<file path="src/rtl/uart_fifo_pkg.sv">
package uart_fifo_pkg;

  typedef struct packed {
    logic       en;
    logic       dma;
    logic [1:0] trig;
  } fifo_cfg_t;

  // Threshold select to receive level: 1, 4, 8, 14
  function automatic logic [4:0] trig_level(input logic [1:0] sel);
    logic [4:0] lvl;
    case (sel)
      2'b00:   lvl = 5'd1;
      2'b01:   lvl = 5'd4;
      2'b10:   lvl = 5'd8;
      default: lvl = 5'd14;
    endcase
    return lvl;
  endfunction

endpackage

</file>
<file path="src/rtl/uart_fifo_cfg.sv">
module uart_fifo_cfg
  import uart_fifo_pkg::*;
(
  input  logic            clk,
  input  logic            rst_n,
  input  logic            wr,
  input  logic [7:0]      wdata,
  output fifo_cfg_t       cfg,
  output logic            rx_clr,
  output logic            tx_clr
);

  // Named write events
  logic wr_on, wr_off;
  logic unused_rsvd;

  assign wr_on       = wr &  wdata[0];
  assign wr_off      = wr & ~wdata[0];
  assign unused_rsvd = ^wdata[5:4];

  // Flush pulses are never stored: they last only for the write cycle
  assign rx_clr = wr_off | (wr_on & wdata[1]);
  assign tx_clr = wr_off | (wr_on & wdata[2]);

  always_ff @(posedge clk or negedge rst_n) begin
    if (!rst_n) begin
      cfg <= '0;
    end else if (wr_on) begin
      cfg.en   <= 1'b1;
      cfg.dma  <= wdata[3];
      cfg.trig <= wdata[7:6];
    end else if (wr_off) begin
      cfg.en <= 1'b0;
    end
  end

  assert_enable_loads_R2: assert property (@(posedge clk) disable iff (!rst_n)
    wr_on |=> cfg.en && (cfg.dma == $past(wdata[3])) && (cfg.trig == $past(wdata[7:6])));

  assert_disable_keeps_mode_R3: assert property (@(posedge clk) disable iff (!rst_n)
    wr_off |=> !cfg.en && $stable(cfg.dma) && $stable(cfg.trig));

endmodule

</file>
<file path="src/rtl/uart_fifo_buf.sv">
module uart_fifo_buf #(
  parameter int DW    = 8,
  parameter int DEPTH = 16,
  parameter int AW    = $clog2(DEPTH),
  parameter int LW    = AW + 1
) (
  input  logic          clk,
  input  logic          rst_n,
  input  logic          en,
  input  logic          clr,
  input  logic          push,
  input  logic [DW-1:0] pdata,
  input  logic          pop,
  output logic [DW-1:0] rdata,
  output logic [LW-1:0] level,
  output logic          ovr
);

  logic [DW-1:0] mem [DEPTH];
  logic [AW-1:0] wp, rp;

  // Named events for the properties
  logic full, empty, push_ok, pop_ok, push_drop;

  assign full      = (level == LW'(DEPTH));
  assign empty     = (level == '0);
  assign push_ok   = en & push & ~full;
  assign pop_ok    = en & pop & ~empty;
  assign push_drop = en & push & full;

  always_ff @(posedge clk) begin
    if (push_ok && !clr) mem[wp] <= pdata;
  end

  always_ff @(posedge clk or negedge rst_n) begin
    if (!rst_n) begin
      wp    <= '0;
      rp    <= '0;
      level <= '0;
      ovr   <= 1'b0;
      rdata <= '0;
    end else if (clr) begin
      wp    <= '0;
      rp    <= '0;
      level <= '0;
      ovr   <= 1'b0;
    end else begin
      if (push_ok) wp <= wp + AW'(1);
      if (pop_ok) begin
        rp    <= rp + AW'(1);
        rdata <= mem[rp];
      end
      level <= level + LW'(push_ok) - LW'(pop_ok);
      if (push_drop) ovr <= 1'b1;
    end
  end

  assert_level_bound_R7: assert property (@(posedge clk) disable iff (!rst_n)
    level <= LW'(DEPTH));

  assert_no_overflow_R8: assert property (@(posedge clk) disable iff (!rst_n)
    (push_drop && !pop_ok && !clr) |=> (level == $past(level)) && ovr);

  assert_empty_pop_R9: assert property (@(posedge clk) disable iff (!rst_n)
    (en && pop && empty && !push && !clr) |=> $stable(rdata) && (level == '0));

  assert_flush_empties_R4: assert property (@(posedge clk) disable iff (!rst_n)
    clr |=> (level == '0) && !ovr);

  assert_idle_when_off_R10: assert property (@(posedge clk) disable iff (!rst_n)
    (!en && !clr) |=> $stable(level) && $stable(rdata));

endmodule

</file>
<file path="src/rtl/uart_fifo_ctl.sv">
module uart_fifo_ctl
  import uart_fifo_pkg::*;
#(
  parameter int DW    = 8,
  parameter int DEPTH = 16,
  parameter int LVL_W = $clog2(DEPTH) + 1
) (
  input  logic             clk,
  input  logic             rst_n,
  input  logic             cfg_wr,
  input  logic [7:0]       cfg_wdata,
  input  logic             tx_push,
  input  logic [DW-1:0]    tx_pdata,
  input  logic             tx_pop,
  output logic [DW-1:0]    tx_rdata,
  output logic [LVL_W-1:0] tx_level,
  output logic             tx_ovr,
  input  logic             rx_push,
  input  logic [DW-1:0]    rx_pdata,
  input  logic             rx_pop,
  output logic [DW-1:0]    rx_rdata,
  output logic [LVL_W-1:0] rx_level,
  output logic             rx_ovr,
  output logic             rx_irq,
  output logic [LVL_W-1:0] rx_trig_lvl,
  output logic             fifo_en,
  output logic             dma_mode,
  output logic [1:0]       isr_fifo_bits
);

  fifo_cfg_t cfg;
  logic      rx_clr, tx_clr;

  uart_fifo_cfg u_cfg (
    .clk   (clk),
    .rst_n (rst_n),
    .wr    (cfg_wr),
    .wdata (cfg_wdata),
    .cfg   (cfg),
    .rx_clr(rx_clr),
    .tx_clr(tx_clr)
  );

  uart_fifo_buf #(.DW(DW), .DEPTH(DEPTH), .LW(LVL_W)) u_txq (
    .clk(clk), .rst_n(rst_n), .en(cfg.en), .clr(tx_clr),
    .push(tx_push), .pdata(tx_pdata), .pop(tx_pop),
    .rdata(tx_rdata), .level(tx_level), .ovr(tx_ovr)
  );

  uart_fifo_buf #(.DW(DW), .DEPTH(DEPTH), .LW(LVL_W)) u_rxq (
    .clk(clk), .rst_n(rst_n), .en(cfg.en), .clr(rx_clr),
    .push(rx_push), .pdata(rx_pdata), .pop(rx_pop),
    .rdata(rx_rdata), .level(rx_level), .ovr(rx_ovr)
  );

  assign rx_trig_lvl   = LVL_W'(trig_level(cfg.trig));
  assign rx_irq        = cfg.en && (rx_level >= rx_trig_lvl);
  assign fifo_en       = cfg.en;
  assign dma_mode      = cfg.dma;
  assign isr_fifo_bits = {2{cfg.en}};

  assert_irq_drop_R6: assert property (@(posedge clk) disable iff (!rst_n)
    (rx_irq && rx_pop && !rx_push && !cfg_wr && (rx_level == rx_trig_lvl)) |=> !rx_irq);

  assert_status_pair_R2: assert property (@(posedge clk) disable iff (!rst_n)
    (isr_fifo_bits == 2'b11) || (isr_fifo_bits == 2'b00));

endmodule

</file>
<file path="config.mk">
export PLATFORM = sky130hd
export DESIGN_NAME = uart_fifo_ctl
export DESIGN_NICKNAME = d
export VERILOG_FILES = /design/src/rtl/uart_fifo_pkg.sv /design/src/rtl/uart_fifo_cfg.sv /design/src/rtl/uart_fifo_buf.sv /design/src/rtl/uart_fifo_ctl.sv
export SDC_FILE = /design/constraint.sdc
export NUM_CORES = 1
export LEC_CHECK = 0
export BUFFER_PORTS_ARGS = -buffer_cell sky130_fd_sc_hd__buf_4
export CAP_MARGIN = 10
export CORE_MARGIN = 1.5
export CORE_UTILIZATION = 49
export CTS_BUF_LIST = sky130_fd_sc_hd__clkbuf_2 sky130_fd_sc_hd__clkbuf_4 sky130_fd_sc_hd__clkbuf_8
export DETAILED_ROUTE_END_ITERATION = 8
export PLACE_DENSITY = 0.67
export SLEW_MARGIN = 15
export SYNTH_ARGS = -nofsm -noshare
export SYNTH_HDL_FRONTEND = slang
export SYNTH_SLANG_ARGS = --single-unit
</file>
<file path="constraint.sdc">
create_clock -name clk -period 3.1 [get_ports clk]
set_clock_uncertainty 0.1 [all_clocks]
set_input_delay 0.155 -clock clk [delete_from_list [all_inputs] [get_ports clk]]
set_output_delay 0.155 -clock clk [all_outputs]
set_load 0.05 [all_outputs]
</file>
==> results.ini, run 1 <==
[status]
status=completed

[floorplan]
start_util_pct=49.6
placementRows=58
die_x_um=162
ios=69
die_area_um2=26300
die_y_um=162
core_um2=25000

[timing]
slew_headroom_pct=45.5
final.setup.tns_ns=0
final-hold-violation-count=0
grt_setup_unrepaired=false
fmax_mhz=342
holdWs_ns=0.0869
setup_violations=0
fin_crit_ns=2.93
tightest_slew_ns=0.818
slew_viol_final=0
fin_crit_sh_pct=94.4

[clock_network]
clk_pin_slew_worst_paths_ns=0.07
cts_made_buffers=47
clock-root-buffer=clkbuf_8
clockBufferDepth=3
cts_tree=built
insertion_delay_ns=0.55
cts_setup_buffers=0
htree_levels=2
clock_sinks=304

[setup_path]
critical_path_class=reg2reg
cp-endpoint=u_rxq.level[4]$_DFF_PN0_
r2r-start=u_rxq.level[3]$_DFF_PN0_
start_kind=flop
crit_chain=inv_1 > ha_1 > nor4b_2 > nor2_2 > ha_1 > inv_1 > ha_1 > inv_1 > fa_1 > inv_1 > a21oi_1 > nor2_1 > or3_1 > a21oi_1
cp_max_fo=5
cp-end-kind=flop
critical_path_buf_inv_count=4
r2r_slack_ns=0.17
slowest_delay_ns=0.44
ff2ff_path_depth=14
required_ns=3.47
critPathSlowestCell=dfrtp_1
r2r-end=u_rxq.level[4]$_DFF_PN0_
crit_top_cell=inv_1
cp-startpoint=u_rxq.level[3]$_DFF_PN0_
crit_family=adder cells
cp.arrival_ns=3.30
cp_num_cells=14

[pwr]
p_int_w=0.00748
power.net_switching_w=0.00317
power.share.combinational_pct=22.3
p_per_area_nw_per_um2=725
p_sw_share_pct=29.8
seqPwrFrac_pct=46.3
irDropWorstVdd_v=0.000562
clkPwrFrac_pct=31.4
p_leak_nw=5.18

[logic_synthesis]
synth.area.top_cells=edfxtp_1 62%, dfrtp_1 9.7%, mux4_2 9.3%
ys_async_sr_fraction_pct=15.8
synth_commonest_cells=256 x edfxtp_1, 54 x nor2_1, 51 x mux4_2
synth_enable_flop_cells=256
yosysSeqAreaShare_pct=71.7
ys_seq_elements=304
ys_types=45
ys.flop_type=edfxtp_1
synthesis.nets=748
synth_warnings=0
synth_top_area_share_pct=62.0
yosys.area.top_type=edfxtp_1
syn_avg_cell_area_um2=18.0
yosysMostFrequentCell=edfxtp_1
syn_inst=689
synth_area_um2=12400

[placed_design]
place_inst=1089
placement.io_buffers=65
placed_area_um2=13400
place_congestion=0.778
dp_hpwl_um=15700

[final_layout]
num_antenna_cells=0
fin_area_um2=14700
area_growth_syn_to_layout_pct=18.6
final_cells=1204
fin_util_pct=58.9
drive_above_1_share_pct=29.2
nNetsFinal=897

[run]
maxCapViolCount=0

[global_route]
grt_pass1_vias=6815
grt_max_degree=49
antenna_found_initial=0
grt_util_all_layers_pct=19.0
grt.overflow.total=0
grt_pass1_wl_um=37800

[routing]
drc=0
num_vias=6618
drt-initial-drc-count=566
postRouteAntennaNets=0
drt-vias-per-instance=5.50
dr.pass1.iters=5
finalWirelength_um=23900
wl_per_cell_um=19.8

[hold_path]
min_path_type=in2async

==> logic make-up after synthesis <==
family	after synthesis	share of synthesized area, %
other	1	0.0303
xor gates and xnor gates	18	1.27
adders and majority gates	28	2.95
DFF	304	71.7
muxes	84	13.8
AOI/OAI and AO/OA	66	3.34
buffers and inverters	63	2.39
and+or+nand+nor	125	4.54
==> registers in the layout, indices dropped and copies added, names as in the netlist <==
register / cells
u_txq.rdata: 8
u_rxq.mem: 128
u_txq.rp: 4
u_txq.mem: 128
u_rxq.level: 5
u_rxq.wp: 4
u_txq.wp: 4
u_txq.level: 5
u_rxq.rp: 4
u_rxq.rdata: 8
u_txq.ovr: 1
u_cfg.cfg: 4
u_rxq.ovr: 1
==> metal layers <==
layer	track usage, %	routed length [um]	share of wire, %	up-vias
met5	0	0	0	-
met4	5.42	388	1.6	0
met3	3.45	1350	5.7	38
met2	29.9	11400	48	190
met1	27.7	10700	45	3407
li1	-	-	-	2983
==> power by group through the flow <==
stage,registers (W),clock network [W],logic (W)
finish,0.00494,0.00334,0.00237
global route,0.00497,0.00360,0.00256
CTS,0.00494,0.00343,0.00239
detailed placement,0.00502,0,0.00234
global placement,0.00500,0,0.00224
floorplan,0.00546,0,0.00115
==> per-stage QoR <==
step / worst slack [ns] / total power, W
after floorplan: 0.0472 / 0.00661
after global placement: 0.280 / 0.00723
after detailed placement: 0.0798 / 0.00736
after CTS: 0.0359 / 0.0108
after global routing: 0.0341 / 0.0111
final: 0.175 / 0.0107
==> placed cells by master, fill, tap and decap left out, types with 2 or more instances in the layout <==
cell type / synthesis / final
mux2i_1: 9 / 9
o21ai_0: 14 / 14
dfrtp_1: 48 / 46
fa_1: 2 / 2
clkinv_2: 0 / 3
nor2b_1: 2 / 2
nor4_1: 4 / 4
dlygate4sd3_1: 0 / 30
nor2_2: 1 / 2
nor2_1: 54 / 53
nand3_1: 5 / 5
or2_2: 2 / 2
dfrtp_2: 0 / 2
xnor2_1: 6 / 6
inv_1: 26 / 26
mux4_1: 13 / 13
or3_1: 2 / 2
a31oi_2: 2 / 2
buf_4: 8 / 106
o221ai_1: 8 / 8
nand4_1: 4 / 4
mux4_2: 51 / 51
clkbuf_4: 0 / 14
mux2_2: 11 / 11
nand2_1: 34 / 34
o21a_1: 2 / 2
clkinv_1: 0 / 12
clkbuf_8: 0 / 53
nand2b_1: 6 / 6
o22ai_1: 16 / 16
edfxtp_1: 256 / 256
a21o_1: 2 / 2
and2_1: 2 / 2
nor3_1: 4 / 4
a21oi_1: 19 / 19
xor2_1: 12 / 12
ha_1: 26 / 26
bufinv_16: 0 / 2
==> worst min path at each step <==
stage | cells after the start | to | slack, ns
floorplan | 0 | u_cfg.cfg[0]$_DFFE_PN0P_ | -0.24
global placement | 1 | u_txq.level[3]$_DFF_PN0_ | 0.13
detailed placement | 1 | u_txq.level[4]$_DFF_PN0_ | 0.14
CTS | 6 | u_txq.rp[0]$_DFFE_PN0P_ | 0.08
global route | 2 | u_txq.level[3]$_DFF_PN0_ | 0.13
finish | 2 | u_txq.level[4]$_DFF_PN0_ | 0.09
==> what timing repair did <==
action                                  in CTS  in global routing
endpoints found under the hold margin      313                  0
endpoints found under the setup margin       0                  1
gates resized for setup                      0                  2
hold buffers                                30                  0
==> final cells by class <==
cell class / count / area [um2]
timing repair buffer: 137 / 1120
clock inverter: 18 / 128
multi-input combinational: 322 / 3220
fill: 1873 / 10300
clock buffer: 67 / 835
inverter: 26 / 97.6
sequential: 304 / 8890
tap: 330 / 413
No activity file was read; power rests on OpenSTA's default activity.
==> run 2, diff against run 1 <==
- MAX_ROUTING_LAYER: default -> met4
==> run 2 against run 1 <==
Compared with the run above: critical path depth did not move; non-clock buffer count did not move; register-to-register slack barely moved; cell area did not move; critical endpoint unchanged.
==> results.ini, run 2 (synthesis results as in run 1) <==
[status]
status=completed

[clock_network]
clock-root-buffer=clkbuf_8
cts_made_buffers=47  ; unchanged
htree_levels=2  ; unchanged
clock_sinks=304  ; unchanged
clockBufferDepth=3  ; unchanged
insertion_delay_ns=0.54  ; about the same
cts_tree=built
clk_pin_slew_worst_paths_ns=0.07  ; about the same

[final_layout]
area_growth_syn_to_layout_pct=18.6  ; unchanged
final_common_cell=edfxtp_1
final_cell_mix=256 x edfxtp_1, 106 x buf_4, 53 x nor2_1, 53 x clkbuf_8, 51 x mux4_2
fillCellCount=1873  ; unchanged
num_antenna_cells=0  ; unchanged
ff_latch_area_um2=8890  ; unchanged
reg_top3=u_rxq.mem (128), u_txq.mem (128)
drive_above_1_share_pct=29.2  ; unchanged
fin_area_um2=14700  ; unchanged
multi_input_area_um2=3220  ; unchanged
nNetsFinal=897  ; unchanged

[timing]
tightest_slew_ns=0.812  ; -0.00641 ns
grt_setup_unrepaired=false
fin_ws_ns=0.189  ; +0.0144 ns
fmax_mhz=344  ; +0.50%
slew_headroom_pct=45.9  ; +0.43 points
fin_crit_ns=2.91  ; -0.0144 ns
setup_violations=0  ; unchanged
fin_crit_sh_pct=93.9  ; -0.47 points
final.setup.tns_ns=0  ; unchanged
slew_viol_final=0  ; unchanged
final-hold-violation-count=0  ; unchanged

[global_route]
grt_pass1_wl_um=37800  ; unchanged
grt_pass1_vias=6824  ; +0.13%
antenna_found_initial=0  ; unchanged
grt_util_all_layers_pct=19.6  ; +0.61 points
grt_max_degree=49  ; unchanged
grt.overflow.total=0  ; unchanged

[floorplan]
die_area_um2=26300  ; unchanged
die_x_um=162  ; unchanged
die_y_um=162  ; unchanged
core_um2=25000  ; unchanged
start_util_pct=49.6  ; unchanged
ios=69  ; unchanged
placementRows=58  ; unchanged

[setup_path]
cp_max_fo=5  ; unchanged
r2r-start=u_rxq.level[3]$_DFF_PN0_
critical_path_class=reg2reg
start_kind=flop
cp.arrival_ns=3.28  ; -0.02 ns
crit_chain=inv_1 > ha_1 > nor4b_2 > nor2_2 > ha_1 > inv_1 > ha_1 > inv_1 > fa_1 > inv_1 > a21oi_1 > nor2_1 > or3_1 > a21oi_1
crit_top_cell=inv_1
r2r-end=u_rxq.level[4]$_DFF_PN0_
cp-end-kind=flop
r2r_slack_ns=0.19  ; about the same
required_ns=3.47  ; about the same
critPathSlowestCell=dfrtp_1
ff2ff_path_depth=14  ; unchanged
slowest_delay_ns=0.44  ; about the same

[routing]
drt-vias-per-instance=5.53  ; +0.66%
postRouteAntennaNets=0  ; unchanged
drt-initial-drc-count=573  ; +1.2%
dr.pass1.iters=5  ; unchanged
num_vias=6662  ; +0.66%
drc=0  ; unchanged
finalWirelength_um=23900  ; +0.16%
wl_per_cell_um=19.9  ; +0.16%

[placed_design]
placement.io_buffers=65  ; unchanged
place_congestion=0.789  ; +1.4%
pre_cts_slack_ns=0.0798  ; unchanged
dp_hpwl_um=15700  ; unchanged
placed_area_um2=13400  ; unchanged

[pwr]
p_leak_nw=5.18  ; unchanged
p_per_area_nw_per_um2=726  ; about the same
irDropWorstVdd_v=0.000561  ; -0.28%

[run]
maxCapViolCount=0  ; unchanged

[hold_path]
min_path_type=in2async

-- run 2: cell counts in the layout (fill, tap and decap cells not counted) --
No cell type changed its count.
-- run 2: worst max path at each step --
stage                                  start                       end  cells after the start
finish              u_rxq.level[3]$_DFF_PN0_  u_rxq.level[4]$_DFF_PN0_                     14
CTS                 u_rxq.level[3]$_DFF_PN0_  u_rxq.level[4]$_DFF_PN0_                     14
global route        u_rxq.level[3]$_DFF_PN0_  u_rxq.level[4]$_DFF_PN0_                     14
global placement    u_rxq.level[3]$_DFF_PN0_  u_rxq.level[4]$_DFF_PN0_                     14
detailed placement  u_rxq.level[3]$_DFF_PN0_  u_rxq.level[4]$_DFF_PN0_                     14
floorplan           u_rxq.level[3]$_DFF_PN0_  u_rxq.level[4]$_DFF_PN0_                     14
-- run 2: power breakdown --
part	switching, W	internal, W	leakage, nW
Combinational	0.00145	0.000930	1.77
Sequential	0.000278	0.00466	2.91
Clock	0.00145	0.00189	0.504
-- run 2: per-layer routing --
layer / vias to the layer above / track usage [%] / part of all wire (%)
li1: 2986 / - / -
met1: 3415 / 27.8 / 44
met2: 222 / 29.8 / 47
met3: 39 / 3.37 / 6.6
met4: 0 / 5.42 / 1.6
met5: - / - / 0
-- run 2: repair_timing --
action,CTS,global route
setup endpoints to repair,0,1
endpoints found under the hold margin,313,0
hold buffers,30,0
setup buffers,0,0
gates resized for setup,0,2
-- run 2: final cells by class --
| cell class | count | area share, % |
|---|---|---|
| Sequential cell | 304 | 60.5 |
| Multi-Input combinational cell | 322 | 21.9 |
| Timing Repair Buffer | 137 | 7.59 |
| Clock buffer | 67 | 5.68 |
| Tap cell | 330 | 2.81 |
| Clock inverter | 18 | 0.868 |
| Inverter | 26 | 0.664 |
-- run 2: stage by stage --
| step | power (W) | std cells | hold slack [ns] | util [%] |
|---|---|---|---|---|
| after CTS | 0.0108 | 1204 | 0.0796 | 58.8 |
| after global placement | 0.00723 | 1089 | 0.133 | 53.8 |
| after detailed placement | 0.00736 | 1089 | 0.137 | 53.8 |
| after global routing | 0.0111 | 1204 | 0.128 | 58.9 |
| after floorplan | 0.00661 | 689 | -0.241 | - |
| final | 0.0107 | 1204 | 0.0965 | 58.9 |
-- run 2: worst max-delay path: cells and delay by family (launching register included) --
kind | cells | cell delay [ns]
fa+ha+maj | 4 | 0.87
simple gates | 4 | 0.84
flops | 1 | 0.44
compound gates | 2 | 0.30
buf+inv | 4 | 0.30
==> run 3, diff against run 2 <==
- CORE_MARGIN: 1.5 -> default
- GPL_TIMING_DRIVEN: default -> 0
- clock period: 3.1 -> 3.55 ns (I/O delays scaled with it)
==> run 3 against run 2 <==
Compared with the run above: die area down 1.2%; worst setup slack improved by 0.41 ns; utilization grew 0.85 points; largest cell class unchanged.
==> results.ini, run 3 (synthesis results as in run 1) <==
[floorplan]
ios=69  ; unchanged
die_y_um=161  ; -0.62%
core_um2=24500  ; -1.7%
die_area_um2=25900  ; -1.2%
die_x_um=161  ; -0.62%
placementRows=57  ; -1.7%
start_util_pct=50.5  ; +0.87 points

[pwr]
p_int_w=0.00655  ; -13%
power.total_w=0.00935  ; -12%
irDropWorstVdd_v=0.000625  ; +11%
p_leak_nw=5.12  ; -1.2%
seqPwrFrac_pct=45.5  ; -0.8 points
power.net_switching_w=0.00280  ; -12%
p_per_area_nw_per_um2=638  ; -12%
p_sw_share_pct=30.0  ; +0.15 points
power.share.combinational_pct=22.7  ; +0.4 points
clkPwrFrac_pct=31.8  ; +0.4 points

[timing]
slew_headroom_pct=40.9  ; -4.9 points
fmax_mhz=339  ; -1.5%
grt_setup_unrepaired=false
holdWs_ns=0.0432  ; -0.0533 ns
final.setup.tns_ns=0  ; unchanged
slew_viol_final=0  ; unchanged
tightest_slew_ns=0.884  ; +0.0725 ns
fin_crit_sh_pct=83.2  ; -11 points
fin_crit_ns=2.95  ; +0.0431 ns
setup_violations=0  ; unchanged
final-hold-violation-count=0  ; unchanged

[setup_path]
crit_chain=inv_1 > ha_1 > nor4b_2 > nor2_1 > ha_1 > inv_1 > ha_1 > inv_1 > fa_1 > inv_1 > a21oi_1 > nor2_1 > or3_1 > a21oi_1
crit_top_cell=inv_1
critPathSlowestCell=dfrtp_1
critical_path_buf_inv_count=4  ; unchanged
crit_family=simple AND/OR/NAND/NOR gates
cp_max_fo=5  ; unchanged
critical_path_class=reg2reg
cp-end-kind=flop
r2r_slack_ns=0.60  ; +0.41 ns
cp.arrival_ns=3.32  ; +0.04 ns
slowest_delay_ns=0.42  ; -0.02 ns
start_kind=flop
required_ns=3.91  ; +0.44 ns

[status]
status=completed

[clock_network]
clk_pin_slew_worst_paths_ns=0.06  ; about the same
cts_made_buffers=48  ; +2.1%
htree_levels=2  ; unchanged
clockBufferDepth=3  ; unchanged
cts_setup_buffers=0  ; unchanged
clock_sinks=304  ; unchanged
insertion_delay_ns=0.55  ; about the same
cts_tree=built
clock-root-buffer=clkbuf_8

[placed_design]
placement.io_buffers=65  ; unchanged
place_congestion=0.795  ; +0.80%
dp_hpwl_um=16400  ; +4.3%

[routing]
finalWirelength_um=25000  ; +4.5%
num_vias=6642  ; -0.30%
postRouteAntennaNets=0  ; unchanged
wl_per_cell_um=20.9  ; +4.9%
drt-vias-per-instance=5.54  ; +0.12%
drc=0  ; unchanged
drt-initial-drc-count=448  ; -22%
dr.pass1.iters=4  ; -1

[run]
maxCapViolCount=0  ; unchanged

[final_layout]
fin_util_pct=59.7  ; +0.85 points
area_growth_syn_to_layout_pct=18.2
num_antenna_cells=0  ; unchanged
reg_top3=u_rxq.mem (128), u_txq.mem (128)
nNetsFinal=897  ; unchanged
final_cell_mix=256 x edfxtp_1, 77 x buf_4, 54 x nor2_1, 54 x clkbuf_8, 51 x mux4_2
final_common_cell=edfxtp_1
drive_above_1_share_pct=27.8  ; -1.4 points
fillCellCount=1852  ; -1.1%

[global_route]
grt_max_degree=49  ; unchanged
grt_pass1_vias=6968  ; +2.1%
grt_util_all_layers_pct=20.7  ; +1.1 points
grt.overflow.total=0  ; unchanged
grt_pass1_wl_um=39100  ; +3.6%
antenna_found_initial=0  ; unchanged

[hold_path]
min_path_type=in2reg

==> run 3: what timing repair did <==
item	CTS	global route
resized for setup	0	1
hold buffers	30	0
hold endpoints to repair	314	0
setup endpoints to repair	0	1
==> run 3: path summary, 6_finish.rpt <==
kind,startpoint,to,cells after the start
max,u_rxq.level[2]$_DFF_PN0_,u_rxq.level[4]$_DFF_PN0_,14
min,tx_pop,u_txq.rp[0]$_DFFE_PN0P_,5
max reg2reg,u_rxq.level[2]$_DFF_PN0_,u_rxq.level[4]$_DFF_PN0_,14
min reg2reg,u_txq.rdata[4]$_DFFE_PN0P_,u_txq.rdata[4]$_DFFE_PN0P_,2
max in group asynchronous,rst_n,u_txq.rdata[2]$_DFFE_PN0P_,2
min in group asynchronous,rst_n,u_txq.ovr$_DFFE_PN0P_,2
==> run 3: worst register-to-register path, stage by stage, from the launching register on <==
cell and delay (ns):
dfrtp_1 0.42, inv_1 0.10, ha_1 0.18, nor4b_2 0.34, nor2_1 0.20, ha_1 0.31, inv_1 0.04, ha_1 0.19
inv_1 0.08, fa_1 0.20, inv_1 0.05, a21oi_1 0.13, nor2_1 0.06, or3_1 0.34, a21oi_1 0.14
==> run 3: final cells by class <==
cell class | count | area (um2) | area share (%)
flip-flops and latches | 304 | 8890 | 60.7
multi-input cells | 322 | 3260 | 22.2
clock buffers | 66 | 833 | 5.69
repair buffers | 99 | 818 | 5.58
well taps | 324 | 405 | 2.77
plain buffers | 37 | 199 | 1.36
clock inverters | 21 | 150 | 1.02
inverters | 26 | 97.6 | 0.666
==> run 3: metrics by stage <==
stage               instances  worst slack [ns]  cell area [um2]
floorplan                 689             0.497            12400
global placement         1078             0.248            13300
detailed placement       1082             0.345            13300
CTS                      1199             0.312            14600
global route             1199             0.299            14700
finish                   1199             0.596            14700
==> run 3: power groups by stage <==
stage / clock network (W) / registers (W) / logic [W]
final: 0.00297 / 0.00425 / 0.00213
after global routing: 0.00318 / 0.00428 / 0.00230
after CTS: 0.00304 / 0.00425 / 0.00213
after detailed placement: 0 / 0.00432 / 0.00210
after global placement: 0 / 0.00430 / 0.00204
after floorplan: 0 / 0.00477 / 0.00100
==> run 3: per-layer routing <==
metal | vias up | part of all wire [%] | track usage (%)
li1 | 2999 | - | -
met1 | 3406 | 46 | 29.9
met2 | 202 | 47 | 30.8
met3 | 35 | 5.8 | 3.62
met4 | 0 | 1.5 | 5.66
met5 | - | 0 | -
